**config.mk**
```make
export PLATFORM = sky130hd
export DESIGN_NAME = msg_checksum_unit
export DESIGN_NICKNAME = d
export VERILOG_FILES = /design/src/rtl/msg_cs_pkg.sv /design/src/rtl/msg_cs_frame.sv /design/src/rtl/msg_cs_accum.sv /design/src/rtl/msg_cs_slot.sv /design/src/rtl/msg_cs_verdict.sv /design/src/rtl/msg_checksum_unit.sv
export SDC_FILE = /design/constraint.sdc
export NUM_CORES = 1
export LEC_CHECK = 0
export BUFFER_PORTS_ARGS = -buffer_cell sky130_fd_sc_hd__buf_2
export CAP_MARGIN = 20
export CELL_PAD_IN_SITES_DETAIL_PLACEMENT = 1
export CELL_PAD_IN_SITES_GLOBAL_PLACEMENT = 1
export CORE_ASPECT_RATIO = 0.75
export CORE_UTILIZATION = 30
export DETAILED_ROUTE_END_ITERATION = 8
export PLACE_DENSITY_LB_ADDON = 0.1
export SLEW_MARGIN = 0
export SYNTH_ARGS = -nofsm -noshare
export SYNTH_HDL_FRONTEND = slang
export SYNTH_SLANG_ARGS = --single-unit
```
**constraint.sdc**
```tcl
create_clock -name clk -period 4.2 [get_ports clk]
set_clock_uncertainty 0.05 [all_clocks]
set_input_delay 0.42 -clock clk [delete_from_list [all_inputs] [get_ports clk]]
set_output_delay 0.42 -clock clk [all_outputs]
set_load 0.02 [all_outputs]
```
**src/rtl/msg_cs_pkg.sv**
```systemverilog
// Package: shared types for the message checksum unit.
// Assumes: a single clock domain and a 1-bit direction encoding.
package msg_cs_pkg;

    // Direction of the message, sampled at start of message.
    typedef enum logic {
        DIR_RX = 1'b0,
        DIR_TX = 1'b1
    } dir_e;

    // Held checksum verdict of one message.
    typedef struct packed {
        logic vld;
        logic good;
        logic rej;
    } verdict_t;

endpackage

```
**src/rtl/msg_cs_frame.sv**
```systemverilog
// Module: msg_cs_frame
// Tracks whether a message is open, accepts words only inside a message,
// detects the final slot and holds the per-message controls sampled at som.
// Assumes: wd_total is in 1..2**IDX_W. A total of zero never gives a final slot.
module msg_cs_frame
    import msg_cs_pkg::*;
#(
    parameter int IDX_W = 5,
    localparam int CNT_W = IDX_W + 1
) (
    input  logic             clk,
    input  logic             rst_n,
    input  logic             som,
    input  logic             eom,
    input  logic             dir_tx,
    input  logic             chk_en_n,
    input  logic             illeg_tie,
    input  logic             wd_stb,
    input  logic [IDX_W-1:0] wd_idx,
    input  logic [CNT_W-1:0] wd_total,
    output logic             acpt,
    output logic             is_last,
    output logic             en_cur,
    output logic             tx_mode,
    output logic             ill_cur
);

    logic open_r;
    logic en_r;
    logic ill_r;
    dir_e dir_r;
    dir_e dir_cur;
    logic closing;

    // Pick the live controls: straight from the pins on som, else the held copy.
    always_comb begin
        en_cur  = som ? !chk_en_n : en_r;
        ill_cur = som ? illeg_tie : ill_r;
        dir_cur = som ? dir_e'(dir_tx) : dir_r;
        tx_mode = (dir_cur == DIR_TX);
    end

    // Qualify the word strobe and decode the final slot.
    always_comb begin
        acpt    = wd_stb && (som || open_r);
        is_last = ({1'b0, wd_idx} + CNT_W'(1)) == wd_total;
        closing = acpt && is_last;
    end

    // Hold the frame state and the per-message controls.
    always_ff @(posedge clk) begin
        if (!rst_n) begin
            open_r <= 1'b0;
            en_r   <= 1'b0;
            ill_r  <= 1'b0;
            dir_r  <= DIR_RX;
        end else begin
            if (som) begin
                open_r <= !closing;
                en_r   <= !chk_en_n;
                ill_r  <= illeg_tie;
                dir_r  <= dir_e'(dir_tx);
            end else if (closing || eom) begin
                open_r <= 1'b0;
            end
        end
    end

endmodule

```
**src/rtl/msg_cs_accum.sv**
```systemverilog
// Module: msg_cs_accum
// Running checksum accumulator: add modulo 2**WORD_W, then rotate left by one.
// Assumes: clear (start of message) and a word may arrive in the same cycle;
// the word then adds to an accumulator of zero.
module msg_cs_accum #(
    parameter int WORD_W = 16
) (
    input  logic              clk,
    input  logic              rst_n,
    input  logic              clear,
    input  logic              acpt,
    input  logic [WORD_W-1:0] word_eff,
    output logic [WORD_W-1:0] acc_base,
    output logic [WORD_W-1:0] acc_final
);

    logic [WORD_W-1:0] acc_r;
    logic [WORD_W-1:0] sum;
    logic [WORD_W-1:0] rot;

    // Start from zero when the message starts in this cycle.
    always_comb begin
        acc_base = clear ? '0 : acc_r;
        sum      = acc_base + word_eff;
    end

    // Wire a left rotation by one bit, one assignment per bit.
    for (genvar b = 0; b < WORD_W; b++) begin : g_rot
        assign rot[b] = sum[(b + WORD_W - 1) % WORD_W];
    end

    assign acc_final = rot;

    // Update the accumulator on each accepted word, clear it on start.
    always_ff @(posedge clk) begin
        if (!rst_n) begin
            acc_r <= '0;
        end else if (acpt) begin
            acc_r <= acc_final;
        end else if (clear) begin
            acc_r <= '0;
        end
    end

endmodule

```
**src/rtl/msg_cs_slot.sv**
```systemverilog
// Module: msg_cs_slot
// Substitutes the checksum into the final slot of a transmit message.
// Assumes: acc_base already reflects every earlier word of the message.
module msg_cs_slot #(
    parameter int WORD_W = 16
) (
    input  logic              en_cur,
    input  logic              tx_mode,
    input  logic              acpt,
    input  logic              is_last,
    input  logic [WORD_W-1:0] wd_data,
    input  logic [WORD_W-1:0] acc_base,
    output logic [WORD_W-1:0] tx_word
);

    logic              subst;
    logic [WORD_W-1:0] cksum;

    // Choose the checksum that drives the final sum to zero, and decide when to use it.
    always_comb begin
        cksum   = '0 - acc_base;
        subst   = en_cur && tx_mode && acpt && is_last;
        tx_word = subst ? cksum : wd_data;
    end

endmodule

```
**src/rtl/msg_cs_verdict.sv**
```systemverilog
// Module: msg_cs_verdict
// Registers the checksum verdict when the final word is accepted and holds it
// until the next start of message.
// Assumes: final-slot acceptance on the same cycle as som takes priority.
module msg_cs_verdict
    import msg_cs_pkg::*;
#(
    parameter int WORD_W = 16
) (
    input  logic              clk,
    input  logic              rst_n,
    input  logic              som,
    input  logic              acpt,
    input  logic              is_last,
    input  logic              en_cur,
    input  logic              tx_mode,
    input  logic              ill_cur,
    input  logic [WORD_W-1:0] acc_final,
    output verdict_t          verdict
);

    verdict_t next_v;
    logic     zero_sum;

    // Form the verdict of a closing word.
    always_comb begin
        zero_sum    = (acc_final == '0);
        next_v.vld  = en_cur;
        next_v.good = en_cur && !tx_mode && zero_sum;
        next_v.rej  = en_cur && !tx_mode && ill_cur && !zero_sum;
    end

    // Capture on the final word, clear on start, hold otherwise.
    always_ff @(posedge clk) begin
        if (!rst_n) begin
            verdict <= '0;
        end else if (acpt && is_last) begin
            verdict <= next_v;
        end else if (som) begin
            verdict <= '0;
        end
    end

endmodule

```
**src/rtl/msg_checksum_unit.sv**
```systemverilog
// Module: msg_checksum_unit (top)
// Message checksum generator and checker: substitutes the checksum into the
// final slot on transmit, checks it on receive and flags rejection.
// Assumes: controls are stable at som; words carry index and total.
module msg_checksum_unit
    import msg_cs_pkg::*;
#(
    parameter int WORD_W = 16,
    parameter int IDX_W  = 5,
    localparam int CNT_W = IDX_W + 1
) (
    input  logic              clk,
    input  logic              rst_n,
    input  logic              som,
    input  logic              eom,
    input  logic              dir_tx,
    input  logic              chk_en_n,
    input  logic              illeg_tie,
    input  logic              wd_stb,
    input  logic [WORD_W-1:0] wd_data,
    input  logic [IDX_W-1:0]  wd_idx,
    input  logic [CNT_W-1:0]  wd_total,
    output logic [WORD_W-1:0] tx_word,
    output logic              verdict_vld,
    output logic              sum_good,
    output logic              reject_data
);

    logic              acpt;
    logic              is_last;
    logic              en_cur;
    logic              tx_mode;
    logic              ill_cur;
    logic [WORD_W-1:0] acc_base;
    logic [WORD_W-1:0] acc_final;
    verdict_t          verdict;

    msg_cs_frame #(.IDX_W(IDX_W)) u_frame (
        .clk      (clk),
        .rst_n    (rst_n),
        .som      (som),
        .eom      (eom),
        .dir_tx   (dir_tx),
        .chk_en_n (chk_en_n),
        .illeg_tie(illeg_tie),
        .wd_stb   (wd_stb),
        .wd_idx   (wd_idx),
        .wd_total (wd_total),
        .acpt     (acpt),
        .is_last  (is_last),
        .en_cur   (en_cur),
        .tx_mode  (tx_mode),
        .ill_cur  (ill_cur)
    );

    msg_cs_slot #(.WORD_W(WORD_W)) u_slot (
        .en_cur  (en_cur),
        .tx_mode (tx_mode),
        .acpt    (acpt),
        .is_last (is_last),
        .wd_data (wd_data),
        .acc_base(acc_base),
        .tx_word (tx_word)
    );

    msg_cs_accum #(.WORD_W(WORD_W)) u_accum (
        .clk      (clk),
        .rst_n    (rst_n),
        .clear    (som),
        .acpt     (acpt),
        .word_eff (tx_word),
        .acc_base (acc_base),
        .acc_final(acc_final)
    );

    msg_cs_verdict #(.WORD_W(WORD_W)) u_verdict (
        .clk      (clk),
        .rst_n    (rst_n),
        .som      (som),
        .acpt     (acpt),
        .is_last  (is_last),
        .en_cur   (en_cur),
        .tx_mode  (tx_mode),
        .ill_cur  (ill_cur),
        .acc_final(acc_final),
        .verdict  (verdict)
    );

    // Drive the flag outputs from the held verdict.
    always_comb begin
        verdict_vld = verdict.vld;
        sum_good    = verdict.good;
        reject_data = verdict.rej;
    end

endmodule

```
# == Word-level counts from Yosys, hierarchy flattened ==
# Index checks and enable logic that the tools add are counted.
# totals
mem_bits_rw,0
rom_bits,0
mem_count,0
latch_bits,0
regBits,23
wordCells,40
# op_classes
n_bitwise,0
n_div,0
n_mul,0
eq_ne,1
n_reduce_logical,18
n_shift,0
add_sub_neg,3
n_mux,10
order_cmp,0
# op_table
cell,count
$mux 16,3
$add 16x16->16,1
$logic_not 16->1,1
$sub 1x16->16 const A,1
$logic_and 1x1->1,9
$add 5x1->6 const B,1
$eq 6x6->1,1
$mux 3,2
$mux 1,5
$logic_not 1->1,4
$reduce_bool 2->1,2
$logic_or 1x1->1,2

# == Depth between registers and ports, before layout ==
# logic_depth
ltp_word,11
mapped_depth,20
depth_no_buf,18

# == Hierarchy ==
# Synthesis repeated with hierarchy kept, for this count alone.
# unflattened
hier_cells,298
area_unflattened_um2,2469.9
# by_module_without_submodules
module,cells_per_inst,n_inst,seq_area_each_um2,area_each_um2
msg_cs_accum,171,1,320.3,1502.7
msg_cs_slot,75,1,0.0,473.0
msg_cs_frame,34,1,80.1,307.8
msg_cs_verdict,18,1,60.1,186.4

# == Worst setup path after synthesis ==
# OpenSTA, ideal clock, no wires.
# synth_path
kind,input to register
from,input som
to,register u_verdict.verdict[1] (netlist name)
cell_stages,20
setup_ns,0.117
arrival_time_ns,4.829
path_buffers,3
slack_ns,-0.796
t_required_ns,4.033
cell_sequence,clkbuf_1 -> clkbuf_1 -> clkinv_1 -> nand2_1 -> ha_1 -> o21ai_0 -> or2_2 -> clkbuf_1 -> o21ai_0 -> o21ai_0 -> o21ai_0 -> ha_1 -> or3_1 -> o221ai_1 -> a41oi_1 -> a221oi_1 -> xnor2_1 -> nor4_1 -> and3_1 -> a32o_1
# synth_via
elab_chain_len,9
word_cells_on_any_way,18
# synth_lines
element,line_no,rtl
from (decl),msg_checksum_unit.sv:14,"input logic som,"
branches (longest 4 deep; another with $sub 1x16->16),--,
$mux 16 *,msg_cs_slot.sv:23,tx_word = subst ? cksum : wd_data;
named net tx_word[8],msg_checksum_unit.sv:23,"output logic [WORD_W-1:0] tx_word,"
$add 16x16->16 *,msg_cs_accum.sv:24,sum = acc_base + word_eff;
$logic_not 16->1 *,msg_cs_verdict.sv:27,zero_sum = (acc_final == '0);
$logic_and 1x1->1 *,msg_cs_verdict.sv:29,next_v.good = en_cur && !tx_mode && zero_sum;
$mux 3 *,msg_cs_verdict.sv:37,end else if (acpt && is_last) begin
# Mark *: on every way through the listed nets, which the timed path passes.
# A chain may end at the register's enable or synchronous reset.

# == Worst setup path in the final report ==
# layout_path
from,input wd_idx[1]
to,register u_verdict.verdict[1] (netlist name)
# layout_via
elab_chain_len,8
word_cells_on_any_way,10
# layout_lines
element,line_no,rtl
from (decl),msg_checksum_unit.sv:21,"input logic [IDX_W-1:0] wd_idx,"
$add 5x1->6 *,msg_cs_frame.sv:46,"is_last = ({1'b0, wd_idx} + CNT_W'(1)) == wd_total;"
$eq 6x6->1 *,msg_cs_frame.sv:46,
$logic_and 1x1->1,msg_cs_slot.sv:22,subst = en_cur && tx_mode && acpt && is_last;
$mux 16,msg_cs_slot.sv:23,
$add 16x16->16,msg_cs_accum.sv:24,
$logic_not 16->1,msg_cs_verdict.sv:27,
$logic_and 1x1->1,msg_cs_verdict.sv:29,
$mux 3,msg_cs_verdict.sv:37,
# Every way passes the cells marked *; elsewhere a longest branch is shown, timed or not.

==> out/qor.yml <==
status: "finished, final reports clean"
wl_per_cell_um: 16.2
synth.net_count: 386
cp-end-kind: "register"
initial_core_util_pct: 32.0
chipWidth_um: 106
synth_top_area_share_pct: 19.0
nNetsFinal: 468
cts-root-buf: "clkbuf_8"
max_cap_violations: 0
die_h_um: 79.9
cp.required_ns: 4.38
num_vias: 2612
synth_warnings: 0
slew_viol_final: 0
ys_async_sr_fraction_pct: 0
clock.fmax_ghz: 0.252
yosysSeqAreaShare_pct: 19.0
cp-start-kind: "primary input"
grt.overflow.total: 0
viasPerCell: 5.08
synth_area_leaders: "dfxtp_1 19%, ha_1 9.3%, nand2_1 8.2%"
h-tree-depth: 1
fill_cells: 968
ir_drop_v: 0.000109
period_needed_ns: 3.98
dp_hpwl_um: 6740
clock_path_buffers: 2
cts_buffers: 3
avgSynthCellArea_um2: 7.30
antenna_found_initial: 0
area_growth_pct: 32.7
syn-cell-area_mm2: 0.00242
final_area_mm2: 0.00322
multi_input_area_mm2: 0.00198
hold_slack_ns: 0.386
syn_inst: 332
io_pins: 54
synth_most_common_cell: "nand2_1"
tritoncts: "yes"
hp-class: "primary input to register"
place_area_mm2: 0.00311
worstMarginPinSlew_ns: 0.593
first_iter_violations: 78
place.gp.congestion: 0.837
holdBufCountCts: 0
synth_ff_type: "dfxtp_1"
clock_latency_ns: 0.27
numClockSinks: 23
slew_headroom_pct: 60.4
grt_pass1_wl_um: 13800
port_buffers: 53
yosysTopAreaCell: "dfxtp_1"
cp_max_fo: 4
drive_above_1_share_pct: 28.8
ff_latch_area_um2: 460
die_area_mm2: 0.00845
antenna_cells: 0
grtUsageTotal_pct: 20.7
drt_first_pass_iters: 4
ys_top_cells_by_count: "53 x nand2_1, 29 x o21ai_0, 23 x dfxtp_1"
rows: 27
first_global_vias: 2663
final_antenna_net_count: 0
core_area_mm2: 0.00757
report.final.setup_viol: 0
fin_crit_sh_pct: 94.7
worst_ep_arrival_time_ns: 4.15
finalHoldViolations: 0
grt_max_degree: 28
synth_edf_count: 0
wirelength_um: 8310
p_leak_nw: 1.52
drcViolationCount: 0
postLayoutCoreUtil_pct: 42.5
crit_type: "primary input to register"
power_density_mw_per_mm2: 214
ys_ff_latch: 23
clkTransAtPathRegs_ns: 0.10
synthDistinctLibCells: 54
==> cell type report <==
| type | instances | share of cell area, % |
|---|---|---|
| multi-input cells | 286 | 61.4 |
| repair buffers | 89 | 17.4 |
| flip-flops and latches | 23 | 14.3 |
| well taps | 101 | 3.93 |
| inverters | 11 | 1.44 |
| clock buffers | 3 | 1.28 |
| clock inverters | 1 | 0.233 |
==> state kept, by name, indices dropped and copies added (netlist names) <==
| register | count |
|---|---|
| u_accum.acc_r | 16 |
| u_frame.dir_r | 1 |
| u_frame.en_r | 1 |
| u_frame.ill_r | 1 |
| u_frame.open_r | 1 |
| u_verdict.verdict | 3 |
==> logic make-up after synthesis <==
family          after synthesis  synth area share (%)
mux                           8                  3.35
flops                        23                  19.0
xor+xnor                     26                  9.39
simple gates                141                  29.0
fa+ha+maj                    19                  10.1
buf+inv                      23                  3.56
compound gates               92                  25.6
==> repair_timing <==
| action | CTS | global route |
|---|---|---|
| gates resized for setup | 0 | 10 |
| setup buffers | 0 | 2 |
| endpoints found under the hold margin | 0 | 0 |
| endpoints found under the setup margin | 0 | 3 |
==> path summary, 6_finish.rpt <==
kind / from / end / slack (ns) / cells after the start
setup reg to reg: u_frame.open_r / u_verdict.verdict[1] / 0.40 / 14
setup / recovery: wd_idx[1] / u_verdict.verdict[1] / 0.22 / 17
hold / removal: dir_tx / u_frame.dir_r / 0.39 / 3
hold reg to reg: u_verdict.verdict[0] / u_verdict.verdict[0] / 0.46 / 2
==> critical path, cell delays in order <==
cell,delay (ns)
buf_2,0.09
ha_1,0.19
nand3_1,0.10
xnor2_1,0.14
nor4_2,0.30
nand4_1,0.16
buf_4,0.20
mux2_2,0.31
ha_1,0.33
a211oi_4,0.30
nor2_1,0.11
xnor2_1,0.23
nand4b_1,0.16
or4_4,0.51
nor4_2,0.26
and3_1,0.21
a32o_1,0.12
==> per-layer routing <==
metal | GRT usage (%) | vias to the layer above | wire length [um]
met3 | 2.61 | 2 | 206
met2 | 32.7 | 37 | 3500
met4 | 0.833 | 0 | 4
met1 | 31.0 | 1228 | 4600
met5 | 0 | - | 0
li1 | - | 1345 | -
==> cell usage in the layout (no fill, tap or decap), types with 8 or more instances in the layout <==
master	n
buf_2	53
nand2_1	51
buf_4	34
dfxtp_1	23
nor2_1	22
nor2b_1	20
o21ai_0	20
ha_1	17
xnor2_1	15
xor2_1	11
inv_1	10
a21oi_1	10
o21ai_1	9
nand3_1	8
a21boi_0	8
==> per-stage QoR <==
step	setup TNS (ns)	worst slack [ns]	instances	total power [mW]
3_3_place_gp	-0.173	-0.0874	508	0.528
3_5_place_dp	-0.373	-0.184	508	0.532
2_1_floorplan	0	0.00409	332	0.423
5_1_grt	-0.0201	-0.0119	514	0.740
4_1_cts	0	0.0680	512	0.689
6_report	0	0.224	514	0.690
==> report_power, final <==
group / switching [mW] / leakage, nW / total [mW] / internal, mW
registers: 0.00995 / 0.188 / 0.240 / 0.230
logic: 0.169 / 1.31 / 0.297 / 0.128
clock network: 0.0858 / 0.0217 / 0.153 / 0.0674
Note: power is estimated with default switching activity, not from simulation.
